## src/rtl/mwa_pkg.sv

```systemverilog
package mwa_pkg;

  localparam int DW = 32;

  // width codes held per 4-byte group
  localparam logic [1:0] WC_NONE = 2'd0;
  localparam logic [1:0] WC_BYTE = 2'd1;
  localparam logic [1:0] WC_HALF = 2'd2;
  localparam logic [1:0] WC_WORD = 2'd3;

  typedef enum logic [1:0] {
    ST_IDLE  = 2'd0,
    ST_BUS   = 2'd1,
    ST_MERGE = 2'd2,
    ST_DONE  = 2'd3
  } seq_state_t;

  // native width map, one entry per 4-byte group
  function automatic logic [1:0] group_width(input int unsigned g);
    if (g < 12)        return WC_BYTE;
    else if (g < 16)   return WC_HALF;
    else if (g < 48)   return ((g % 3) == 2) ? WC_WORD : WC_HALF;
    else if (g < 64)   return WC_NONE;
    else if (g <= 128) return WC_BYTE;
    else               return WC_NONE;
  endfunction

  function automatic logic [DW-1:0] size_mask(input logic [1:0] sz);
    case (sz)
      2'd0:    return 32'h0000_00FF;
      2'd1:    return 32'h0000_FFFF;
      default: return 32'hFFFF_FFFF;
    endcase
  endfunction

endpackage

```

## src/rtl/mwa_width_lut.sv

```systemverilog
module mwa_width_lut
  import mwa_pkg::*;
#(
  parameter int OFS_W = 10
) (
  input  logic [OFS_W-1:0] ofs,
  output logic [1:0]       code
);
  localparam int GRP_W = OFS_W - 2;

  logic [GRP_W-1:0] grp;

  always_comb begin
    grp  = ofs[OFS_W-1:2];
    code = group_width(int'(grp));
  end
endmodule

```

## src/rtl/mwa_lane.sv

```systemverilog
module mwa_lane
  import mwa_pkg::*;
(
  input  logic [1:0]    sz,
  input  logic [1:0]    wsz,
  input  logic [1:0]    boff,
  input  logic [1:0]    idx,
  input  logic [DW-1:0] wdata,
  input  logic [DW-1:0] acc,
  input  logic [DW-1:0] rdata,
  output logic [DW-1:0] piece_wd,
  output logic [DW-1:0] merged_wd,
  output logic [DW-1:0] narrow_rd,
  output logic [DW-1:0] acc_next
);
  localparam int NB = DW / 8;

  logic [DW-1:0] smask, wmask, placed;
  logic [1:0]    last, rem;
  logic [5:0]    psh, nsh;
  logic [2:0]    wb, sb, bo, gap;
  logic [7:0]    be_wide;
  logic [NB-1:0] be;

  always_comb begin
    smask    = size_mask(sz);
    wmask    = size_mask(wsz);
    last     = (sz > wsz) ? 2'((3'd1 << (sz - wsz)) - 3'd1) : 2'd0;
    rem      = last - idx;
    psh      = {4'd0, rem} << (3'd3 + {1'b0, wsz});
    piece_wd = (wdata >> psh) & wmask;
    wb       = 3'd1 << wsz;
    sb       = 3'd1 << sz;
    bo       = {1'b0, boff & 2'(wb - 3'd1)};
    gap      = (sb < wb) ? (wb - bo - sb) : 3'd0;
    nsh      = {gap, 3'b000};
    narrow_rd = (acc >> nsh) & smask;
    placed   = (wdata & smask) << nsh;
    be_wide  = ((8'd1 << sb) - 8'd1) << gap;
    be       = be_wide[NB-1:0];
    acc_next = (acc << {wb, 3'b000}) | (rdata & wmask);
  end

  // byte-lane merge for read-modify-write
  for (genvar k = 0; k < NB; k++) begin : g_lane
    assign merged_wd[8*k +: 8] = be[k] ? placed[8*k +: 8] : acc[8*k +: 8];
  end
endmodule

```

## src/rtl/mwa_seq.sv

```systemverilog
module mwa_seq
  import mwa_pkg::*;
#(
  parameter int OFS_W = 10,
  parameter int LIMIT = 'h200
) (
  input  logic             clk,
  input  logic             rst_n,
  input  logic             cpu_valid,
  input  logic             cpu_write,
  input  logic [1:0]       cpu_size,
  input  logic [OFS_W-1:0] ofs,
  input  logic [1:0]       wcode,
  input  logic [DW-1:0]    cpu_wdata,
  output logic             cpu_ready,
  output logic             cpu_err,
  output logic [DW-1:0]    cpu_rdata,
  output logic             reg_valid,
  input  logic             reg_ready,
  output logic             reg_write,
  output logic [1:0]       reg_size,
  output logic [OFS_W-1:0] reg_addr,
  output logic [DW-1:0]    reg_wdata,
  input  logic [DW-1:0]    reg_rdata,
  input  logic [DW-1:0]    piece_wd,
  input  logic [DW-1:0]    merged_wd,
  input  logic [DW-1:0]    narrow_rd,
  input  logic [DW-1:0]    acc_next,
  output logic [1:0]       r_sz,
  output logic [1:0]       r_wsz,
  output logic [1:0]       r_boff,
  output logic [1:0]       r_idx,
  output logic [DW-1:0]    r_wdata,
  output logic [DW-1:0]    r_acc
);
  localparam int EW = OFS_W + 1;

  seq_state_t       st;
  logic             r_write, r_err;
  logic [OFS_W-1:0] r_base;
  logic [OFS_W-1:0] base_in, step, aligned;
  logic [EW-1:0]    span_end;
  logic [1:0]       span_m1, last;
  logic             bad, split, narrow;

  // request decode at acceptance
  always_comb begin
    case (cpu_size)
      2'd0:    begin base_in = ofs;                        span_m1 = 2'd0; end
      2'd1:    begin base_in = {ofs[OFS_W-1:1], 1'b0};     span_m1 = 2'd1; end
      default: begin base_in = {ofs[OFS_W-1:2], 2'b00};    span_m1 = 2'd3; end
    endcase
    span_end = {1'b0, base_in} + EW'(span_m1);
    bad      = (cpu_size == 2'd3) || (wcode == WC_NONE) || (span_end > EW'(LIMIT));
  end

  // native address generation
  always_comb begin
    split  = r_sz > r_wsz;
    narrow = r_sz < r_wsz;
    last   = split ? 2'((3'd1 << (r_sz - r_wsz)) - 3'd1) : 2'd0;
    step   = OFS_W'(r_idx) << r_wsz;
    case (r_wsz)
      2'd0:    aligned = r_base;
      2'd1:    aligned = {r_base[OFS_W-1:1], 1'b0};
      default: aligned = {r_base[OFS_W-1:2], 2'b00};
    endcase
  end

  assign r_boff    = r_base[1:0];
  assign reg_valid = (st == ST_BUS) || (st == ST_MERGE);
  assign reg_size  = r_wsz;
  assign reg_addr  = narrow ? aligned : (r_base + step);
  assign reg_write = (st == ST_MERGE) || (r_write && !narrow);
  assign reg_wdata = (st == ST_MERGE) ? merged_wd : piece_wd;
  assign cpu_ready = (st == ST_DONE);
  assign cpu_err   = (st == ST_DONE) && r_err;
  assign cpu_rdata = (r_err || r_write) ? '0 : (narrow ? narrow_rd : r_acc);

  always_ff @(posedge clk or negedge rst_n) begin
    if (!rst_n) begin
      st      <= ST_IDLE;
      r_write <= 1'b0;
      r_err   <= 1'b0;
      r_sz    <= 2'd0;
      r_wsz   <= 2'd0;
      r_base  <= '0;
      r_idx   <= 2'd0;
      r_wdata <= '0;
      r_acc   <= '0;
    end else begin
      case (st)
        ST_IDLE: if (cpu_valid) begin
          r_write <= cpu_write;
          r_err   <= bad;
          r_sz    <= cpu_size;
          r_wsz   <= (wcode == WC_NONE) ? 2'd0 : (wcode - 2'd1);
          r_base  <= base_in;
          r_idx   <= 2'd0;
          r_wdata <= cpu_wdata & size_mask(cpu_size);
          r_acc   <= '0;
          st      <= bad ? ST_DONE : ST_BUS;
        end
        ST_BUS: if (reg_ready) begin
          if (narrow) begin
            r_acc <= reg_rdata;
            st    <= r_write ? ST_MERGE : ST_DONE;
          end else begin
            r_acc <= acc_next;
            if (r_idx == last) st <= ST_DONE;
            else r_idx <= r_idx + 2'd1;
          end
        end
        ST_MERGE: if (reg_ready) st <= ST_DONE;
        default: st <= ST_IDLE;
      endcase
    end
  end
endmodule

```

## src/rtl/mwa_adapter.sv

```systemverilog
module mwa_adapter
  import mwa_pkg::*;
#(
  parameter int ADDR_W = 16,
  parameter int OFS_W  = 10,
  parameter int LIMIT  = 'h200
) (
  input  logic              clk,
  input  logic              rst_n,
  input  logic              cpu_valid,
  output logic              cpu_ready,
  input  logic              cpu_write,
  input  logic [1:0]        cpu_size,
  input  logic [ADDR_W-1:0] cpu_addr,
  input  logic [31:0]       cpu_wdata,
  output logic [31:0]       cpu_rdata,
  output logic              cpu_err,
  output logic              reg_valid,
  input  logic              reg_ready,
  output logic              reg_write,
  output logic [1:0]        reg_size,
  output logic [OFS_W-1:0]  reg_addr,
  output logic [31:0]       reg_wdata,
  input  logic [31:0]       reg_rdata
);
  logic [OFS_W-1:0] ofs;
  logic [1:0]       wcode;
  logic [1:0]       r_sz, r_wsz, r_boff, r_idx;
  logic [DW-1:0]    r_wdata, r_acc;
  logic [DW-1:0]    piece_wd, merged_wd, narrow_rd, acc_next;

  assign ofs = cpu_addr[OFS_W-1:0];

  mwa_width_lut #(.OFS_W(OFS_W)) u_lut (
    .ofs  (ofs),
    .code (wcode)
  );

  mwa_seq #(.OFS_W(OFS_W), .LIMIT(LIMIT)) u_seq (
    .clk       (clk),
    .rst_n     (rst_n),
    .cpu_valid (cpu_valid),
    .cpu_write (cpu_write),
    .cpu_size  (cpu_size),
    .ofs       (ofs),
    .wcode     (wcode),
    .cpu_wdata (cpu_wdata),
    .cpu_ready (cpu_ready),
    .cpu_err   (cpu_err),
    .cpu_rdata (cpu_rdata),
    .reg_valid (reg_valid),
    .reg_ready (reg_ready),
    .reg_write (reg_write),
    .reg_size  (reg_size),
    .reg_addr  (reg_addr),
    .reg_wdata (reg_wdata),
    .reg_rdata (reg_rdata),
    .piece_wd  (piece_wd),
    .merged_wd (merged_wd),
    .narrow_rd (narrow_rd),
    .acc_next  (acc_next),
    .r_sz      (r_sz),
    .r_wsz     (r_wsz),
    .r_boff    (r_boff),
    .r_idx     (r_idx),
    .r_wdata   (r_wdata),
    .r_acc     (r_acc)
  );

  mwa_lane u_lane (
    .sz        (r_sz),
    .wsz       (r_wsz),
    .boff      (r_boff),
    .idx       (r_idx),
    .wdata     (r_wdata),
    .acc       (r_acc),
    .rdata     (reg_rdata),
    .piece_wd  (piece_wd),
    .merged_wd (merged_wd),
    .narrow_rd (narrow_rd),
    .acc_next  (acc_next)
  );
endmodule

```

## config.mk

```make
export PLATFORM = sky130hd
export DESIGN_NAME = mwa_adapter
export DESIGN_NICKNAME = d
export VERILOG_FILES = /design/src/rtl/mwa_pkg.sv /design/src/rtl/mwa_width_lut.sv /design/src/rtl/mwa_lane.sv /design/src/rtl/mwa_seq.sv /design/src/rtl/mwa_adapter.sv
export SDC_FILE = /design/constraint.sdc
export NUM_CORES = 1
export LEC_CHECK = 0
export ABC_AREA = 1
export CORE_MARGIN = 4
export CORE_UTILIZATION = 25
export CTS_CLUSTER_SIZE = 28
export DETAILED_ROUTE_END_ITERATION = 10
export HOLD_SLACK_MARGIN = 0.05
export PLACE_DENSITY = 0.51
export SLEW_MARGIN = 0
export SYNTH_ARGS = -nofsm -noshare
export SYNTH_HDL_FRONTEND = slang
export SYNTH_SLANG_ARGS = --single-unit
```

## constraint.sdc

```tcl
create_clock -name clk -period 14.3 [get_ports clk]
set_input_delay 2.145 -clock clk [delete_from_list [all_inputs] [get_ports clk]]
set_output_delay 2.145 -clock clk [all_outputs]
set_load 0.01 [all_outputs]
```

# After elaboration in Yosys (flattened, before gate mapping)
# Cells that the tools add are included.
[totals]
register_bits = 84
in_bits = 87
[classes]
n_addsub = 12
n_div = 1
order_cmp = 9
n_eq_ne = 15
shift = 11
muxes = 42
bitwise_logic = 7
n_reduce_logical = 18
[op_table]
columns = ["operator", "n"]
rows = [
  ["$mux 32", 8],
  ["$pmux 32 s2", 4],
  ["$and 32x32->32", 5],
  ["$shl 32x6->32", 2],
  ["$shr 32x6->32", 2],
  ["$eq 32x2->1 const B", 1],
  ["$mod 8x2->32 const B", 1],
  ["$mux 2", 16],
  ["$mux 8", 4],
  ["$or 32x32->32", 1],
  ["$pmux 2 s2", 4],
  ["$add 10x2->11", 1],
  ["$gt 11x10->1 const B", 1],
  ["$add 10x10->10", 1],
  ["$logic_not 2->1", 5],
  ["$mux 10", 1],
  ["$ne 2x2->1 const B", 5],
  ["$shl 2x2->10", 1],
  ["$eq 2x1->1 const B", 4],
  ["$le 8x8->1 const B", 1],
  ["$lt 8x4->1 const B", 1],
  ["$lt 8x5->1 const B", 1],
  ["$lt 8x6->1 const B", 1],
  ["$lt 8x7->1 const B", 1],
  ["other kinds (30)", 43],
]

# Longest topological paths before layout
# Gate-level depths: netlist (run 1).
[logic_depth]
depth_word = 12
ltp_mapped = 39
depth_no_buf = 37

# By module
# A second synthesis (run 1) with hierarchy kept.
[unflattened]
hier_cells = 1858
area_unflattened_um2 = 10757.8
[modules_own_cells]
columns = ["mod", "instances", "cells_each", "area_each_um2", "seq_area_each_um2"]
rows = [
  ["mwa_seq", 1, 733, 5178.7, 2102.0],
  ["mwa_lane", 1, 938, 4540.6, 0.0],
  ["mwa_width_lut", 1, 187, 1038.5, 0.0],
]

# Worst setup path before layout (run 1)
# Ideal clock, no wire load.
[synth_path]
kind = "reg2out"
start = "register u_seq.r_wsz[0]"
end = "output reg_wdata[29]"
t_arrival_ns = 4.159
required_ns = 12.155
path_slack_ns = 7.996
stages_incl_launch_ff = 18
n_path_buf = 3
path_cell_list = "dfrtp_1 > clkbuf_1 > inv_1 > ha_1 > inv_1 > buf_1 > ha_1 > nor2_1 > ha_1 > fa_1 > nor2_1 > inv_1 > nor2_1 > a22o_1 > clkbuf_1 > a21oi_1 > o21ai_0 > o21ai_0"
[synth_between]
elab_chain_cells = 9
word_cells_on_any_way = 24
[synth_rtl]
columns = ["element", "line", "text"]
rows = [
  ["start, declared", "mwa_seq.sv:30", "output logic [1:0] r_wsz,"],
  ["start signal, assigned", "mwa_seq.sv:97", "r_wsz <= (wcode == WC_NONE) ? 2'd0 : (wcode - 2'd1);"],
  ["$shl 1x2->3 / $sub 2x2->2 (equally long branches)", "mwa_lane.sv:32, mwa_lane.sv:28", ""],
  ["$sub 2x1->2 / $shl 1x2->2 (equally long branches)", "mwa_lane.sv:34, mwa_lane.sv:28", ""],
  ["$and 2x2->2 / $sub 2x1->2 (equally long branches)", "mwa_lane.sv:34, mwa_lane.sv:28", ""],
  ["$sub 3x2->3 / $mux 2 (equally long branches)", "mwa_lane.sv:35, mwa_lane.sv:28", ""],
  ["$sub 3x3->3 / $sub 2x2->2 (equally long branches)", "mwa_lane.sv:35, mwa_lane.sv:29", ""],
  ["$mux 3 / $shl 2x3->6 (equally long branches)", "mwa_lane.sv:35, mwa_lane.sv:30", ""],
  ["$shl 32x6->32 (tied with other cells)", "mwa_lane.sv:38", "placed = (wdata & smask) << nsh;"],
  ["$mux 8 / $and 32x32->32 (equally long branches)", "mwa_lane.sv:46, mwa_lane.sv:31", ""],
  ["$mux 32 *", "mwa_seq.sv:75", "assign reg_wdata = (st == ST_MERGE) ? merged_wd : piece_wd;"],
  ["end, declared", "mwa_adapter.sv:23", "output logic [31:0] reg_wdata,"],
]
# Every way passes the cells marked *; elsewhere a longest branch is shown, timed or not.

# Worst setup path in the final report (run 1)
[layout_path]
start = "register u_seq.r_wsz[0]"
end = "output reg_wdata[25]"
# The elaborated chain is that of the path after synthesis.

==> qor.yml, run 1 <==
logic_synthesis:
  synth_area_sq_um: 9174
  yosysWarnings: 0
  synth.distinct_cells: 49
  syn_inst: 1498
  ys_top_cells_by_area: "dfrtp_1, o21ai_0, nand2_1"
  ys_seq_elements: 84
  yosysTopAreaCell: "dfrtp_1"
  avgSynthCellArea_sq_um: 6.124
  synth_edf_count: 0
  synth_nets: 1620
  ys_seq_area_frac: 0.2291
  synthFlopType: "dfrtp_1"
  synth.top_cell.area_share: 0.2291
  async_reset_ff_frac: 1.000
routing:
  wl_per_cell_um: 20.19
  dr.pass1.iters: 5
  viasPerCell: 5.272
  drt_iter0_markers: 1130
  via_count: 10890
  drcViolationCount: 0
  drtAntennaViolNets: 0
  wirelength_um: 41700
timing:
  fin_crit_sh: 0.6071
  maxSlewViolCount: 0
  max_clock_freq_ghz: 0.1152
  fin_tns_setup_ns: 0
  rsz0062_at_grt: "no"
  relSlewSlack: 0.2798
  final-setup-viol-count: 0
  worst_slack_ns: 5.619
  fin_crit_ns: 8.681
  finalHoldViolations: 0
  timing_worst_slew_pin_value_ns: 1.078
  fin_skew_ns: 0.01393
cts:
  cts.sinks: 84
  root_buffer: "clkbuf_16"
  cts_hold_buffers: 0
  cts_tree: "built"
  h-tree-depth: 3
  cts.repair.resized: 0
  postCtsSetupBuffers: 0
  cts_made_buffers: 9
  clock_path_buffers: 2
  clkLatencyLatePin_ns: 0.36
  clk_pin_slew_ns: 0.07
global_routing:
  grt_pass1_wl_um: 62710
  grt_use_total: 0.2043
  grt_overflow: 0
  antenna_found_initial: 0
  grt_max_degree: 94
  grt_pass1_vias: 10400
critical_path:
  cp_slowest_cell: "inv_1"
  crit_path_start_kind: "flop"
  end_kind: "output pin"
  path_cells: "inv_1, ha_1, buf_4, inv_1, ha_1, nor2_1, ha_1, fa_1, nor2_1, buf_4, inv_1, nor2_1, a22o_1, a21oi_1, o21ai_0, o21ai_0, clkdlybuf4s50_1"
  worstPathMaxFanout: 49
  cp.arrival_ns: 6.54
  critPathRequiredTime_ns: 12.15
  critical_path_buf_inv_count: 6
  cpPeakStageDelay_ns: 0.70
  worstSetupPathType: "flop to output pin"
  crit_family: "buffers and inverters"
cells_and_area:
  multi_input_area_sq_um: 6071
  finalNetCount: 1721
  seq_area_sq_um: 2102
  antenna_cells: 0
  fillers: 4040
  area_growth_syn_to_layout_pct: 24.75
  layout_commonest_cell: "nand2_1"
  drive_gt1_frac: 0.04863
  final_cell_mix: "nand2_1, o21ai_0, inv_1"
die:
  start_util: 0.2554
  fp-row-count: 69
  die_h_um: 199.6
  ios: 167
  dieArea_sq_um: 39820
  core_area_sq_um: 35910
  die_w_um: 199.6
status:
  status: "completed"
worst_hold_path:
  hold_class: "flop to flop"
job:
  drv_cap: 0
place:
  hpwl_um: 32790
  gp_congestion: 0.9433
  pre_cts_ws_ns: 6.082
  io_buffers: 160
per-stage QoR:
stage	util	hold slack [ns]	cell area, sq um	instances
3_3_place_gp	0.3107	0.4980	11160	2049
3_5_place_dp	0.3107	0.5040	11160	2049
2_1_floorplan	-	0.4711	9174	1498
6_report	0.3187	0.5152	11440	2065
5_1_grt	0.3187	0.5481	11440	2065
4_1_cts	0.3187	0.5200	11440	2065
path summary, 6_finish.rpt:
| kind | startpoint | endpoint | slack (ns) | cells after the start |
|---|---|---|---|---|
| min | u_seq.r_err$_DFFE_PN0P_ | u_seq.r_err$_DFFE_PN0P_ | 0.52 | 2 |
| max in group asynchronous | rst_n | u_seq.r_wdata[26]$_DFFE_PN0P_ | 11.43 | 2 |
| max | u_seq.r_wsz[0]$_DFFE_PN0P_ | reg_wdata[25] | 5.62 | 17 |
| max reg2reg | u_seq.r_wsz[0]$_DFFE_PN0P_ | u_seq.r_acc[31]$_DFFE_PN0P_ | 10.69 | 11 |
| min in group asynchronous | rst_n | u_seq.r_acc[26]$_DFFE_PN0P_ | 1.76 | 1 |
| min reg2reg | u_seq.r_err$_DFFE_PN0P_ | u_seq.r_err$_DFFE_PN0P_ | 0.52 | 2 |
cells in the mapped netlist, types with 10 or more instances:
cell type  count
nand2_1      363
o21ai_0      277
inv_1        170
nand3_1       94
nor2_1        89
dfrtp_1       84
clkbuf_1      78
a21oi_1       54
o211ai_1      45
ha_1          31
o22ai_1       29
nor3_1        20
a211oi_1      19
a31oi_1       14
nand4_1       12
a22oi_1       11
nand2_2       10
nand3_2       10
registers in the layout, indices dropped and copies added, names as in the netlist:
| register | cells |
|---|---|
| u_seq.r_acc | 32 |
| u_seq.r_base | 10 |
| u_seq.r_err | 1 |
| u_seq.r_idx | 2 |
| u_seq.r_sz | 2 |
| u_seq.r_wdata | 32 |
| u_seq.r_write | 1 |
| u_seq.r_wsz | 2 |
| u_seq.st | 2 |
kinds of logic (layout without fill, tap and decap cells):
logic type,count (synthesis),after routing,share of synthesized area
AND/OR/NAND/NOR,617,617,0.2928
AO/OA/AOI/OAI,476,476,0.2973
buffers and inverters,268,374,0.1117
flip-flops,84,84,0.2291
adder cells (fa/ha/maj),35,35,0.05101
XOR/XNOR,12,12,0.01146
multiplexers,6,6,0.006547
cell type report:
type,instances,share of cell area
Timing Repair Buffer,177,0.1509
Multi-Input combinational cell,1146,0.5304
Clock buffer,10,0.02088
Tap cell,461,0.05040
Clock inverter,6,0.004154
Sequential cell,84,0.1837
Inverter,181,0.05958
tightest hold or removal path: cells and delay by family, from the launching register on:
kind	cells	cell delay (ns)
DFF	1	0.37
and+or+nand+nor	2	0.12
per-layer routing:
| layer | up-vias | wire (um) | global-route usage |
|---|---|---|---|
| met1 | 5149 | 18480 | 0.2786 |
| li1 | 5291 | - | - |
| met3 | 62 | 2385 | 0.02546 |
| met2 | 384 | 19290 | 0.3332 |
| met5 | - | 0 | 0 |
| met4 | 0 | 1544 | 0.07245 |
Power of run 1 is not shown: default switching activity piles up to over one toggle a cycle in this logic, so the estimate is an artifact.
==> run 2: changes to the inputs <==
==> constraint.sdc (replaced) <==
create_clock -name clk -period 8.7 [get_ports clk]
set_input_delay 1.305 -clock clk [delete_from_list [all_inputs] [get_ports clk]]
set_output_delay 1.305 -clock clk [all_outputs]
set_load 0.01 [all_outputs]
==> qor.yml, run 2 (same netlist as run 1, synthesis figures left out) <==
cells_and_area:
  final_cell_mix: "nand2_1, o21ai_0, inv_1"  # unchanged
  drive_gt1_frac: 0.04741  # was 0.04863
  antenna_cells: 0  # unchanged
  finalNetCount: 1720  # was 1721
  layout_commonest_cell: "nand2_1"  # unchanged
  final_area_sq_um: 11450  # was 11440 sq um
  area_growth_syn_to_layout_pct: 24.85  # was 24.75%
  fillers: 4023  # was 4040
  top_regs: "u_seq.r_acc (32), u_seq.r_wdata (32), u_seq.r_base (10)"  # unchanged
cts:
  cts.repair.resized: 0  # unchanged
  cts_hold_buffers: 0  # unchanged
  cts.sinks: 84  # unchanged
  cts_tree: "built"  # unchanged
  root_buffer: "clkbuf_16"  # unchanged
  postCtsSetupBuffers: 0  # unchanged
  clkLatencyLatePin_ns: 0.37  # was 0.36 ns
  h-tree-depth: 3  # unchanged
  clock_path_buffers: 2  # unchanged
  cts_made_buffers: 9  # unchanged
  clk_pin_slew_ns: 0.06  # was 0.07 ns
die:
  die_w_um: 199.6  # unchanged
  start_util: 0.2554  # unchanged
  ios: 167  # unchanged
  fp-row-count: 69  # unchanged
  die_h_um: 199.6  # unchanged
  dieArea_sq_um: 39820  # unchanged
  core_area_sq_um: 35910  # unchanged
timing:
  fin_crit_sh: 0.8431
  fin_skew_ns: 0.01435  # was 0.01393 ns
  fin_crit_ns: 7.335
  rsz0062_at_grt: "no"  # unchanged
  relSlewSlack: 0.2536  # was 0.2798
  maxSlewViolCount: 0  # unchanged
  max_clock_freq_ghz: 0.1363
  fin_tns_setup_ns: 0  # unchanged
  finalHoldViolations: 0  # unchanged
  final-setup-viol-count: 0  # unchanged
  timing_worst_slew_pin_value_ns: 1.106  # was 1.078 ns
routing:
  drt_iter0_markers: 1128  # was 1130
  viasPerCell: 5.216  # was 5.272
  drtAntennaViolNets: 0  # unchanged
  wl_per_cell_um: 20.07  # was 20.19 um
  via_count: 10770  # was 10890
  dr.pass1.iters: 6  # was 5
  drcViolationCount: 0  # unchanged
  wirelength_um: 41420  # was 41700 um
critical_path:
  critPathRequiredTime_ns: 7.39  # was 12.15 ns
  path_cells: "inv_1, ha_1, inv_1, ha_1, nor2_1, ha_1, fa_1, nor2_1, buf_4, inv_1, nor2_1, a22o_1, o21ai_0, o21ai_0, clkdlybuf4s50_1"  # was inv_1, ha_1, buf_4, inv_1, ha_1, nor2_1, ha_1, fa_1, nor2_1, buf_4, inv_1, nor2_1, a22o_1, a21oi_1, o21ai_0, o21ai_0, clkdlybuf4s50_1
  cp_slowest_cell: "inv_1"  # unchanged
  r2r-end: "u_seq.r_acc[31]$_DFFE_PN0P_"  # unchanged
  r2r_cells: 10  # was 11
  worstPathMaxFanout: 24  # was 49
  worstSetupPathType: "flop to output pin"  # unchanged
  r2r_setup_slack_ns: 5.44  # was 10.69 ns
  cp.arrival_ns: 6.03  # was 6.54 ns
  cpPeakStageDelay_ns: 0.64  # was 0.70 ns
  r2r_start: "u_seq.r_wsz[0]$_DFFE_PN0P_"  # unchanged
  crit_path_start_kind: "flop"  # unchanged
  end_kind: "output pin"  # unchanged
status:
  status: "completed"  # unchanged
global_routing:
  grt_overflow: 0  # unchanged
  grt_pass1_wl_um: 62550  # was 62710 um
  grt_use_total: 0.2045  # was 0.2043
  antenna_found_initial: 0  # unchanged
  grt_pass1_vias: 10400  # about the same
  grt_max_degree: 74  # was 94
place:
  placed_area_sq_um: 11150  # was 11160 sq um
  io_buffers: 160  # unchanged
  gp_congestion: 0.9823  # was 0.9433
  hpwl_um: 33060  # was 32790 um
worst_hold_path:
  worstHoldStart: "u_seq.r_base[3]$_DFFE_PN0P_"  # was u_seq.r_err$_DFFE_PN0P_
  hold_class: "flop to flop"  # unchanged
  holdPathEnd: "u_seq.r_base[3]$_DFFE_PN0P_"  # was u_seq.r_err$_DFFE_PN0P_
  worst_hold_path.num_cells: 2  # unchanged
job:
  drv_cap: 0  # unchanged
## run 2: cell types whose count changed in the layout (fill, tap and decap cells not counted), sizes merged
cell	previous run	this run
buf	18	17
bufinv	0	1
clkbuf	10	11
clkinv	8	7
inv	178	177
## run 2: routing by layer
layer | vias to the layer above | part of all wire | track usage
li1 | 5288 | - | -
met1 | 5083 | 0.44 | 0.2724
met2 | 345 | 0.48 | 0.3465
met3 | 50 | 0.053 | 0.02580
met4 | 0 | 0.031 | 0.06138
met5 | - | 0 | 0
## run 2: layout make-up
cell class / instances / area [sq um] / area share
Multi-Input combinational cell: 1146 / 6071 / 0.5300
Sequential cell: 84 / 2102 / 0.1835
Timing Repair Buffer: 176 / 1719 / 0.1501
Inverter: 181 / 681.9 / 0.05954
Tap cell: 461 / 576.8 / 0.05036
Clock buffer: 11 / 242.7 / 0.02119
Clock inverter: 5 / 60.06 / 0.005244
## run 2: worst max-delay path: cells and delay by family (launching register included)
| kind | cells | cell delay (ns) |
|---|---|---|
| AND/OR/NAND/NOR | 3 | 0.79 |
| adder cells (fa/ha/maj) | 4 | 1.36 |
| buffers and inverters | 5 | 2.05 |
| AO/OA/AOI/OAI | 3 | 0.85 |
| flip-flops | 1 | 0.60 |
## run 2: how the worst max path moves through the flow
stage | depth (start not counted) | start | to
after floorplan | 17 | u_seq.r_wsz[0]$_DFFE_PN0P_ | reg_wdata[29]
after detailed placement | 15 | u_seq.r_wsz[0]$_DFFE_PN0P_ | reg_wdata[25]
final | 15 | u_seq.r_wsz[0]$_DFFE_PN0P_ | reg_wdata[25]
after global routing | 16 | u_seq.r_wsz[0]$_DFFE_PN0P_ | reg_wdata[29]
after CTS | 15 | u_seq.r_wsz[0]$_DFFE_PN0P_ | reg_wdata[25]
after global placement | 16 | u_seq.r_wsz[0]$_DFFE_PN0P_ | reg_wdata[25]
## run 2: metrics by stage
step / utilization / instances / setup WS, ns / hold WS (ns)
after CTS: 0.3189 / 2064 / 1.376 / 0.5333
final: 0.3189 / 2064 / 1.365 / 0.5272
after detailed placement: 0.3105 / 2048 / 1.782 / 0.5146
after global placement: 0.3105 / 2048 / 1.787 / 0.5130
after global routing: 0.3189 / 2064 / 0.8974 / 0.5661
after floorplan: - / 1498 / 3.236 / 0.4711
Power of run 2 is left out for the same reason.
==> run 3: changes to the inputs <==
--- a/config.mk
+++ b/config.mk
@@ -11,7 +11,7 @@
 export CTS_CLUSTER_SIZE = 28
 export DETAILED_ROUTE_END_ITERATION = 10
 export HOLD_SLACK_MARGIN = 0.05
-export PLACE_DENSITY = 0.51
+export PLACE_DENSITY = 0.53
 export SLEW_MARGIN = 0
 export SYNTH_ARGS = -nofsm -noshare
 export SYNTH_HDL_FRONTEND = slang
==> constraint.sdc (replaced) <==
create_clock -name clk -period 6.1 [get_ports clk]
set_input_delay 0.915 -clock clk [delete_from_list [all_inputs] [get_ports clk]]
set_output_delay 0.915 -clock clk [all_outputs]
set_load 0.01 [all_outputs]
==> qor.yml, run 3 (same netlist as run 1, synthesis figures left out) <==
critical_path:
  critPathRequiredTime_ns: 5.18  # was 7.39 ns
  cp.arrival_ns: 4.99  # was 6.03 ns
  r2r_cells: 11  # was 10
  worstPathMaxFanout: 11  # was 24
  worstSetupPathType: "flop to output pin"  # unchanged
  r2r_setup_slack_ns: 2.96  # was 5.44 ns
  crit_path_start_kind: "flop"  # unchanged
  r2r_start: "u_seq.r_sz[0]$_DFFE_PN0P_"  # was u_seq.r_wsz[0]$_DFFE_PN0P_
  r2r-end: "u_seq.r_acc[21]$_DFFE_PN0P_"  # was u_seq.r_acc[31]$_DFFE_PN0P_
  end_kind: "output pin"  # unchanged
die:
  die_w_um: 199.6  # unchanged
  ios: 167  # unchanged
  dieArea_sq_um: 39820  # unchanged
  die_h_um: 199.6  # unchanged
  start_util: 0.2554  # unchanged
  fp-row-count: 69  # unchanged
  core_area_sq_um: 35910  # unchanged
timing:
  fin_crit_sh: 0.9675
  fin_crit_ns: 5.901
  maxSlewViolCount: 0  # unchanged
  final-setup-viol-count: 0  # unchanged
  fin_tns_setup_ns: 0  # unchanged
  max_clock_freq_ghz: 0.1695
  whs_ns: 0.4299  # was 0.5272 ns
  worst_slack_ns: 0.1985  # was 1.365 ns
  fin_skew_ns: 0.02150  # was 0.01435 ns
  relSlewSlack: 0.3224  # was 0.2536
  timing_worst_slew_pin_value_ns: 1.014  # was 1.106 ns
  finalHoldViolations: 0  # unchanged
cells_and_area:
  layout_commonest_cell: "nand2_1"  # unchanged
  antenna_cells: 0  # unchanged
  drive_gt1_frac: 0.06219  # was 0.04741
  top_regs: "u_seq.r_acc (32), u_seq.r_wdata (32), u_seq.r_base (10)"  # unchanged
  final_cell_mix: "nand2_1, o21ai_0, inv_1"  # unchanged
  post-route-util: 0.3243  # was 0.3189
  fillers: 4011  # was 4023
  finalNetCount: 1742  # was 1720
  area_growth_syn_to_layout_pct: 26.98  # was 24.85%
routing:
  wirelength_um: 41490  # was 41420 um
  viasPerCell: 5.325  # was 5.216
  via_count: 11100  # was 10770
  drt_iter0_markers: 1296  # was 1128
  drcViolationCount: 2  # was 0
  dr.pass1.iters: 10  # was 6
  wl_per_cell_um: 19.90  # was 20.07 um
  drtAntennaViolNets: 0  # unchanged
global_routing:
  grt_use_total: 0.2010  # was 0.2045
  grt_overflow: 0  # unchanged
  grt_pass1_wl_um: 62170  # was 62550 um
  grt_max_degree: 65  # was 74
  antenna_found_initial: 0  # unchanged
  grt_pass1_vias: 10600  # was 10400
cts:
  root_buffer: "clkbuf_16"  # unchanged
  cts_hold_buffers: 0  # unchanged
  h-tree-depth: 3  # unchanged
  clock_path_buffers: 2  # unchanged
  clk_pin_slew_ns: 0.08  # was 0.06 ns
  cts.sinks: 84  # unchanged
  cts_tree: "built"  # unchanged
  clkLatencyLatePin_ns: 0.36  # was 0.37 ns
  cts_made_buffers: 9  # unchanged
place:
  gp_congestion: 0.9578  # was 0.9823
  io_buffers: 160  # unchanged
  pre_cts_ws_ns: 0.4330  # was 1.782 ns
  hpwl_um: 32760  # was 33060 um
job:
  drv_cap: 0  # unchanged
status:
  violations: "design-rule violations"
  status: "complete, but fails checks"  # was completed
worst_hold_path:
  hold_class: "input pin to async pin"  # was flop to flop
## run 3: cell types whose count changed in the layout (fill, tap and decap cells not counted), moves of 3 or more
cell / previous run / this run
clkinvlp_4: 1 / 6
buf_4: 17 / 36
clkdlybuf4s50_1: 159 / 156
dlymetal6s2s_1: 0 / 3
o21ai_0: 277 / 268
o21ai_1: 0 / 9
## run 3: area by class of cell
cell class                      instances  area [sq um]  area share
Multi-Input combinational cell       1146          6082      0.5221
Clock buffer                           11         242.7     0.02084
Inverter                              181         689.4     0.05918
Timing Repair Buffer                  196          1889      0.1622
Timing Repair inverter                  2         15.01    0.001289
Tap cell                              461         576.8     0.04952
Clock inverter                          4         50.05    0.004296
Sequential cell                        84          2103      0.1806
## run 3: timing repair
action                                  CTS  global route
endpoints found under the setup margin    0            18
resized for setup                         0            22
setup buffers                             0             1
## run 3: layer usage
metal / track usage / vias up / part of all wire
met1: 0.2670 / 5228 / 0.43
met2: 0.3383 / 466 / 0.48
li1: - / 5341 / -
met5: 0 / - / 0
met4: 0.06616 / 0 / 0.034
met3: 0.02597 / 67 / 0.061
## run 3: critical path, stage by stage (launching register included)
cell and delay [ns]:
dfrtp_1 0.37, inv_1 0.12, ha_1 0.21, fa_1 0.38, a21oi_1 0.17, nand2_1 0.08, ha_1 0.33, nor2_1 0.16
inv_1 0.11, nor2_4 0.25, clkinvlp_4 0.13, buf_4 0.19, o21ai_0 0.27, mux2i_1 0.15, o21ai_0 0.38, nand2_1 0.15
a21oi_1 0.16, o21ai_0 0.16, o21ai_0 0.23, clkdlybuf4s50_1 0.63
## run 3: how the worst max path moves through the flow
stage / startpoint / endpoint
final: u_seq.r_sz[0]$_DFFE_PN0P_ / reg_wdata[9]
after global routing: u_seq.r_sz[0]$_DFFE_PN0P_ / reg_wdata[10]
after CTS: u_seq.r_wsz[1]$_DFFE_PN0P_ / reg_wdata[7]
after detailed placement: cpu_addr[9] / u_seq.r_wsz[1]$_DFFE_PN0P_
after global placement: cpu_addr[9] / u_seq.r_wsz[1]$_DFFE_PN0P_
after floorplan: u_seq.r_wsz[0]$_DFFE_PN0P_ / reg_wdata[29]
## run 3: per-stage QoR
stage,std cells,cell area [sq um]
final,2085,11650
after global routing,2085,11650
after CTS,2082,11590
after detailed placement,2067,11290
after global placement,2067,11290
after floorplan,1498,9174
Power of run 3 is left out for the same reason.
